<file path="src/rtl/ivl_timer_pkg.sv">
package ivl_timer_pkg;

   // register select codes; software depends on these values
   typedef enum logic [1:0] {
      SEL_CTRL   = 2'd0,
      SEL_COUNT  = 2'd1,
      SEL_PERIOD = 2'd2,
      SEL_SCALE  = 2'd3
   } reg_sel_e;

   localparam int CTRL_EN_BIT = 0;

endpackage

</file>
<file path="src/rtl/ivl_timer_regs.sv">
module ivl_timer_regs
   import ivl_timer_pkg::*;
#(
   parameter int CNT_W = 16,
   parameter int PRE_W = 8
) (
   input  logic             clk,
   input  logic             rst_n,
   input  logic             wr_en,
   input  logic [1:0]       addr,
   input  logic [CNT_W-1:0] wdata,
   input  logic [CNT_W-1:0] cnt_q,
   output logic             en_q,
   output logic [CNT_W-1:0] period_q,
   output logic [PRE_W-1:0] scale_q,
   output logic             wr_cnt,
   output logic             wr_scale,
   output logic [CNT_W-1:0] rdata
);

   localparam int PAD_W = CNT_W - PRE_W;

   logic wr_ctrl;
   logic wr_period;
   logic [CNT_W-1:0] scale_ext;

   assign wr_ctrl   = wr_en && (addr == SEL_CTRL);
   assign wr_cnt    = wr_en && (addr == SEL_COUNT);
   assign wr_period = wr_en && (addr == SEL_PERIOD);
   assign wr_scale  = wr_en && (addr == SEL_SCALE);

   always_ff @(posedge clk or negedge rst_n) begin
      if (!rst_n) begin
         en_q     <= 1'b0;
         period_q <= '0;
         scale_q  <= '0;
      end else begin
         if (wr_ctrl)   en_q     <= wdata[CTRL_EN_BIT];
         if (wr_period) period_q <= wdata;
         if (wr_scale)  scale_q  <= wdata[PRE_W-1:0];
      end
   end

   generate
      if (PAD_W > 0) begin : g_pad
         assign scale_ext = {{PAD_W{1'b0}}, scale_q};
      end else begin : g_nopad
         assign scale_ext = scale_q;
      end
   endgenerate

   always_comb begin
      unique case (addr)
         SEL_CTRL:   rdata = {{(CNT_W-1){1'b0}}, en_q};
         SEL_COUNT:  rdata = cnt_q;
         SEL_PERIOD: rdata = period_q;
         SEL_SCALE:  rdata = scale_ext;
         default:    rdata = '0;
      endcase
   end

endmodule

</file>
<file path="src/rtl/ivl_timer_prescaler.sv">
module ivl_timer_prescaler #(
   parameter int PRE_W = 8
) (
   input  logic             clk,
   input  logic             rst_n,
   input  logic             en,
   input  logic             restart,
   input  logic [PRE_W-1:0] restart_val,
   input  logic [PRE_W-1:0] scale,
   output logic             tick
);

   logic [PRE_W-1:0] phase_q;
   logic             expired;

   assign expired = (phase_q == '0);
   assign tick    = en && expired;

   always_ff @(posedge clk or negedge rst_n) begin
      if (!rst_n) begin
         phase_q <= '0;
      end else if (restart) begin
         phase_q <= restart_val;
      end else if (en) begin
         if (expired) phase_q <= scale;
         else         phase_q <= phase_q - 1'b1;
      end
   end

endmodule

</file>
<file path="src/rtl/ivl_timer_counter.sv">
module ivl_timer_counter #(
   parameter int CNT_W = 16
) (
   input  logic             clk,
   input  logic             rst_n,
   input  logic             tick,
   input  logic             load,
   input  logic [CNT_W-1:0] load_val,
   input  logic [CNT_W-1:0] period,
   output logic [CNT_W-1:0] cnt_q,
   output logic             irq_q
);

   localparam logic [CNT_W-1:0] ONE = {{(CNT_W-1){1'b0}}, 1'b1};

   logic terminal;
   assign terminal = (cnt_q <= ONE);

   always_ff @(posedge clk or negedge rst_n) begin
      if (!rst_n) begin
         cnt_q <= '0;
         irq_q <= 1'b0;
      end else begin
         irq_q <= 1'b0;
         if (load) begin
            cnt_q <= load_val;
         end else if (tick) begin
            if (terminal) begin
               cnt_q <= period;
               irq_q <= 1'b1;
            end else begin
               cnt_q <= cnt_q - ONE;
            end
         end
      end
   end

endmodule

</file>
<file path="src/rtl/ivl_timer.sv">
module ivl_timer
   import ivl_timer_pkg::*;
#(
   parameter int CNT_W = 16,
   parameter int PRE_W = 8
) (
   input  logic             clk,
   input  logic             rst_n,
   input  logic             wr_en,
   input  logic [1:0]       addr,
   input  logic [CNT_W-1:0] wdata,
   output logic [CNT_W-1:0] rdata,
   output logic             irq
);

   generate
      if (PRE_W < 1 || PRE_W > CNT_W) begin : g_bad_pre
         $error("ivl_timer: PRE_W must lie in 1..CNT_W");
      end
      if (CNT_W < 2) begin : g_bad_cnt
         $error("ivl_timer: CNT_W must be at least 2");
      end
   endgenerate

   logic             en_q;
   logic [CNT_W-1:0] period_q;
   logic [PRE_W-1:0] scale_q;
   logic             wr_cnt;
   logic             wr_scale;
   logic             tick;
   logic [CNT_W-1:0] cnt_q;

   ivl_timer_regs #(.CNT_W(CNT_W), .PRE_W(PRE_W)) u_regs (
      .clk      (clk),
      .rst_n    (rst_n),
      .wr_en    (wr_en),
      .addr     (addr),
      .wdata    (wdata),
      .cnt_q    (cnt_q),
      .en_q     (en_q),
      .period_q (period_q),
      .scale_q  (scale_q),
      .wr_cnt   (wr_cnt),
      .wr_scale (wr_scale),
      .rdata    (rdata)
   );

   ivl_timer_prescaler #(.PRE_W(PRE_W)) u_pre (
      .clk         (clk),
      .rst_n       (rst_n),
      .en          (en_q),
      .restart     (wr_scale),
      .restart_val (wdata[PRE_W-1:0]),
      .scale       (scale_q),
      .tick        (tick)
   );

   ivl_timer_counter #(.CNT_W(CNT_W)) u_cnt (
      .clk      (clk),
      .rst_n    (rst_n),
      .tick     (tick),
      .load     (wr_cnt),
      .load_val (wdata),
      .period   (period_q),
      .cnt_q    (cnt_q),
      .irq_q    (irq)
   );

endmodule

</file>
<file path="config.mk">
export PLATFORM = sky130hd
export DESIGN_NAME = ivl_timer
export DESIGN_NICKNAME = d
export VERILOG_FILES = /design/src/rtl/ivl_timer_pkg.sv /design/src/rtl/ivl_timer_regs.sv /design/src/rtl/ivl_timer_prescaler.sv /design/src/rtl/ivl_timer_counter.sv /design/src/rtl/ivl_timer.sv
export SDC_FILE = /design/constraint.sdc
export NUM_CORES = 1
export LEC_CHECK = 0
export CORE_UTILIZATION = 58
export CTS_CLUSTER_DIAMETER = 60
export DETAILED_ROUTE_END_ITERATION = 6
export DONT_BUFFER_PORTS = 1
export GPL_TIMING_DRIVEN = 0
export PLACE_DENSITY = 0.79
export SLEW_MARGIN = 20
export SYNTH_ARGS = -nofsm -noshare
export SYNTH_HDL_FRONTEND = slang
export SYNTH_SLANG_ARGS = --single-unit
</file>
<file path="constraint.sdc">
create_clock -name clk -period 4 [get_ports clk]
set_clock_uncertainty 0.1 [all_clocks]
set_input_delay 0.4 -clock clk [delete_from_list [all_inputs] [get_ports clk]]
set_output_delay 0.4 -clock clk [all_outputs]
set_load 0.01 [all_outputs]
</file>
# --- After elaboration in Yosys (flattened, before gate mapping) ---
# Index checks and enable logic that the tools add are counted.
totals:
  out_inout_bits: 17
  elab_cells: 31
  register_bits: 50
  inputBits: 21
op_classes:
  order_cmp: 1
  reduce_logical: 9
  mux: 10
  n_addsub: 2
  eq_ne: 3
ops:
  columns: ["operator", "n"]
  rows:
  - ["16-bit one-hot mux with 4 select lines", 1]
  - ["16-bit 2-to-1 mux", 3]
  - ["8-bit 2-to-1 mux", 3]
  - ["16-bit by 1-bit less-or-equal comparator with 1-bit output (second input constant)", 1]
  - ["16-bit by 1-bit subtractor with 16-bit output (second input constant)", 1]
  - ["8-bit zero test", 1]
  - ["8-bit by 1-bit subtractor with 8-bit output (second input constant)", 1]
  - ["1-bit logical AND", 5]
  - ["2-bit equality test (second input constant)", 2]
  - ["2-bit nonzero test", 2]
  - ["1-bit 2-to-1 mux", 3]
  - ["2-bit by 1-bit equality test with 1-bit output (second input constant)", 1]
  - ["2-bit zero test", 1]

# --- Longest topological paths before layout ---
depth:
  word_depth: 4
  mapped_depth: 9
  mapped_depth_nobuf: 7

# --- Hierarchy ---
# Synthesis repeated with hierarchy kept, for this count alone.
hier_totals:
  hier_cells: 318
  area_unflattened_um2: 3304.4
modules_own_cells:
  columns: ["mod", "area_per_inst_um2", "instances", "cells_per_inst", "seq_area_each_um2"]
  rows:
  - ["ivl_timer_counter", 1431.4, 1, 163, 425.4]
  - ["ivl_timer_regs", 1238.7, 1, 85, 625.6]
  - ["ivl_timer_prescaler", 634.4, 1, 70, 200.2]

# --- Least setup slack after synthesis ---
# OpenSTA, ideal clock, no wires.
synth_timing:
  path_kind: "reg-to-reg"
  start: "reg u_pre.phase_q[0]"
  end: "reg u_pre.phase_q[5]"
  path_buffers: 1
  t_arrival_ns: 1.883
  path_stages_with_launch: 9
  period_less_slack_ns: 2.109
  setup_slack_ns: 1.891
  setup_ns: 0.126
  required_ns: 3.774
  path_cell_list: "dfrtp_1 inv_1 ha_1 nor3b_1 nand2_1 clkbuf_1 o211ai_1 a21oi_1 a221o_1"
synth_between:
  elab_chain_cells: 4
  elab_cells_between_ends: 5
  cone_classes: "add/sub: 1; mux: 3; reduce/logical: 1"
synth_rtl:
  columns: ["element", "line", "rtl"]
  rows:
  - ["start, declared", "ivl_timer_prescaler.sv:13", "logic [PRE_W-1:0] phase_q;"]
  - ["start signal, assigned", "ivl_timer_prescaler.sv:23", "phase_q <= restart_val;"]
  - ["start signal, assigned", "ivl_timer_prescaler.sv:25", "if (expired) phase_q <= scale;"]
  - ["start signal, assigned", "ivl_timer_prescaler.sv:26", "else phase_q <= phase_q - 1'b1;"]
  - ["8-bit by 1-bit subtractor with 8-bit output / 8-bit zero test (equally long branches)", "ivl_timer_prescaler.sv:26, ivl_timer_prescaler.sv:16", null]
  - ["8-bit 2-to-1 mux *", "ivl_timer_prescaler.sv:25", null]
  - ["8-bit 2-to-1 mux *", "ivl_timer_prescaler.sv:24", "end else if (en) begin"]
  - ["8-bit 2-to-1 mux *", "ivl_timer_prescaler.sv:22", "end else if (restart) begin"]
# Every way passes the cells marked *; elsewhere a longest branch is shown, timed or not. The select of a mux whose other input is x is not followed.
# A chain may end at the register's enable or synchronous reset.

# --- Final worst setup path ---
layout_timing:
  start: "reg u_pre.phase_q[0]"
  end: "reg u_cnt.cnt_q[11]"
layout_between:
  elab_chain_cells: 3
layout_rtl:
  columns: ["element", "line", "rtl"]
  rows:
  - ["8-bit zero test", "ivl_timer_prescaler.sv:16", "assign expired = (phase_q == '0);"]
  - ["1-bit logical AND", "ivl_timer_prescaler.sv:17", "assign tick = en && expired;"]
  - ["2-bit nonzero test (no source line)", null, null]
  - ["end signal, assigned", "ivl_timer_counter.sv:26", "cnt_q <= load_val;"]
  - ["end signal, assigned", "ivl_timer_counter.sv:29", "cnt_q <= period;"]
  - ["end signal, assigned", "ivl_timer_counter.sv:32", "cnt_q <= cnt_q - ONE;"]
  - ["end, declared", "ivl_timer_counter.sv:10", "output logic [CNT_W-1:0] cnt_q,"]
# No other way between the ends.

==> impl_metrics.csv <==
group,metric,value,unit
clock_tree,h-tree-depth,2,
sta,worst_pin_slew,0.8380,ns
place,dp_cells,402,
place,gp_congestion,0.8745,
clock_tree,cts_tree,"done",
drt,via_per_inst,6.638,
final_layout,drive_above_1_share,15.79,%
power_and_ir_drop,switching_share,36.63,%
power_and_ir_drop,p_leak,1.448,nW
drt,drc,0,
floorplan,pin_count,38,
clock_tree,cts.clk_slew.worst_paths,0.09,ns
logic_synthesis,ys_types,56,
global_routing,overflow,0,
logic_synthesis,synth-seq-area-share,40.02,%
place,place_hpwl,5.590,mm
sta,fin_setup_tns,0,ns
logic_synthesis,yosysTopAreaCellShare,40.02,%
logic_synthesis,synth_compound_area_share,22.01,%
min_path,hp-class,"in2reg",
logic_synthesis,syn_area,0.003127,mm2
logic_synthesis,syn_inst,332,
final_layout,area.growth.synth_to_final,8.564,%
clock_tree,cts_hold_buf,2,
critical_path,critical_path_class,"reg2reg",
global_routing,grt_use_total,30.40,%
drt,drt-pass1-iter-count,5,
clock_tree,clock_latency,0.31,ns
logic_synthesis,muxShareOfSynthArea,10.64,%
sta,fmax,358.5,MHz
logic_synthesis,yosys_most_used_dff,"dfrtp_1",
critical_path,path_max_fanout,8,
clock_tree,cts_buffers,5,
sta,slew_violations,0,
power_and_ir_drop,p_clk_share,22.4,%
sta,rsz0062_at_grt,"no",
global_routing,grt_max_degree,51,
power_and_ir_drop,pwr_density_cell,577.0,mW/mm2
logic_synthesis,synth_async_sr_flop_share,100.0,%
global_routing,grt_antenna_before_repair,0,
final_layout,utilization,66.04,%
power_and_ir_drop,ir_drop,0.2743,mV
critical_path,cp.required,4.12,ns
drt,wl_per_cell,19.70,um
floorplan,coreArea,0.005140,mm2
power_and_ir_drop,pwr-share-comb,36.4,%
sta,setup-violations-final,0,
logic_synthesis,yosys-top-cells-area,"dfrtp_1 (40%), mux2_2 (8.6%), nand2_1 (4.6%), a22o_1 (4.5%), a21oi_1 (4.0%)",
logic_synthesis,postSynthAreaPerCell,9.418,um2
sta,min_period,2.789,ns
logic_synthesis,yosys.area.top_type,"dfrtp_1",
floorplan,fp.dieW,75.43,um
critical_path,endpoint_kind,"flop",
critical_path,path_common_cell,"o21ai_0",
flow_run,drv_cap,0,
floorplan,dieArea,0.005689,mm2
sta,final_hold_viol_count,0,
floorplan,die_h,75.43,um
logic_synthesis,synthAdderAreaFrac,1.601,%
logic_synthesis,synth_nets,357,
clock_tree,clk_path_buf_depth,2,
critical_path,slowest_stage,"nor3b_1",
clock_tree,root_buffer,"clkbuf_8",
final_layout,fin_cells,412,
drt,wl,8.117,mm
sta,max-slew-margin-rel,43.92,%
final_layout,n_antenna_cell,0,
logic_synthesis,synth_commonest_cells,"dfrtp_1 (50), nand2_1 (38), a21oi_1 (25), nor2_1 (25), o21ai_0 (25)",
logic_synthesis,synth_top_family_by_area,"compound AO/OA/AOI/OAI gates",
logic_synthesis,yosys_warnings,0,
power_and_ir_drop,p_int,1.241,mW
final_layout,layout.nets,366,
power_and_ir_drop,power_switching,0.7174,mW
critical_path,startpoint_type,"flop",
logic_synthesis,yosys.area_share.xor_xnor,2.241,%
drt,drt.antenna.violating_nets,0,
clock_tree,cts_resized,0,
drt,num_vias,2735,
critical_path,cpPeakStageDelay,0.69,ns
floorplan,num_rows,26,
clock_tree,clock-sinks,50,
logic_synthesis,yosysMostFrequentCell,"dfrtp_1",
logic_synthesis,synth-simple-area-share,18.89,%
drt,drtIter0Drc,247,
power_and_ir_drop,p_seq_share,41.2,%
floorplan,initial_core_util,60.83,%
logic_synthesis,synth-edff-count,0,
sta,timing.final.crit_share,69.74,%
run_status,status,"complete, no violations",
global_routing,grt_pass1_vias,2550,
critical_path,path_cells,"inv_1 > ha_1 > nor3b_1 > nand4_1 > a31oi_1 > o21ai_0 > o21ai_0",
critical_path,worstPathArrival,2.91,ns
global_routing,grt_pass1_wl,12.85,mm
place,port_buffers,0,
clock_tree,cts_setup_buffers,0,
logic_synthesis,ys_seq_elements,50,
-- cell type report --
type,count,area (um2)
Buffer,22,121.4
Clock buffer,6,82.58
Clock inverter,2,60.06
Fill cell,448,1745
Inverter,6,22.52
Multi-Input combinational cell,254,1732
Sequential cell,50,1251
Tap cell,70,87.58
Timing Repair Buffer,2,37.54
-- placed cells by master (no fill, tap or decap), types with 8 or more instances in the layout --
| cell | instances |
|---|---|
| nor2_1 | 25 |
| mux2_2 | 24 |
| nand2_1 | 38 |
| clkbuf_1 | 16 |
| dfrtp_1 | 50 |
| clkbuf_8 | 9 |
| and3_1 | 8 |
| a22o_1 | 16 |
| a21oi_1 | 25 |
| o21ai_0 | 25 |
-- state kept, by name, summed over array words and instances, names as in the netlist --
signal,flops
u_regs.en_q,1
u_regs.period_q,16
u_pre.phase_q,8
u_regs.scale_q,8
u_cnt.cnt_q,16
u_cnt.irq_q,1
-- worst max-delay path, delay by kind of cell, from the launching register on --
family	cells	cell delay, ns
buf+inv	1	0.11
fa+ha+maj	1	0.20
simple gates	2	1.23
compound gates	3	0.64
flops	1	0.41
-- power by group through the flow --
stage	registers [mW]	logic, mW	clock network, mW
global route	0.827	0.791	0.467
floorplan	0.765	0.574	0
CTS	0.801	0.707	0.444
finish	0.807	0.713	0.438
detailed placement	0.809	0.685	0
global placement	0.802	0.658	0
-- final timing paths --
| path | startpoint | endpoint | slack [ns] | cells past startpoint |
|---|---|---|---|---|
| hold / removal | wdata[1] | u_regs.scale_q[1]$_DFFE_PN0P_ | 0.09 | 2 |
| setup / recovery | u_pre.phase_q[0]$_DFFE_PN0P_ | u_cnt.cnt_q[11]$_DFFE_PN0P_ | 1.21 | 7 |
| min in group asynchronous | rst_n | u_regs.scale_q[7]$_DFFE_PN0P_ | 0.50 | 2 |
| hold reg to reg | u_regs.scale_q[2]$_DFFE_PN0P_ | u_regs.scale_q[2]$_DFFE_PN0P_ | 0.43 | 2 |
| setup reg to reg | u_pre.phase_q[0]$_DFFE_PN0P_ | u_cnt.cnt_q[11]$_DFFE_PN0P_ | 1.21 | 7 |
| max in group asynchronous | rst_n | u_regs.period_q[11]$_DFFE_PN0P_ | 3.08 | 2 |
-- logic make-up after synthesis --
family,Yosys count
compound gates,102
flops,50
xor+xnor,8
simple gates,111
fa+ha+maj,4
buf+inv,28
mux,29
-- layer usage --
| metal | part of all wire (%) | global-route usage, % |
|---|---|---|
| met1 | 43 | 41.71 |
| met2 | 48 | 48.41 |
| met3 | 7.4 | 5.952 |
| met4 | 2.0 | 10.29 |
| met5 | 0 | 0 |
-- per-stage QoR --
stage,power [mW],hold WS (ns),instance area (um2),setup WS [ns]
after floorplan,1.339,0.004409,3127,1.891
after global placement,1.461,0.005941,3214,1.382
after detailed placement,1.494,0.005863,3214,1.335
after CTS,1.952,0.08092,3395,1.243
after global routing,2.085,0.08640,3395,1.022
final,1.959,0.08675,3395,1.211
Note: power is estimated with default switching activity, not from simulation.
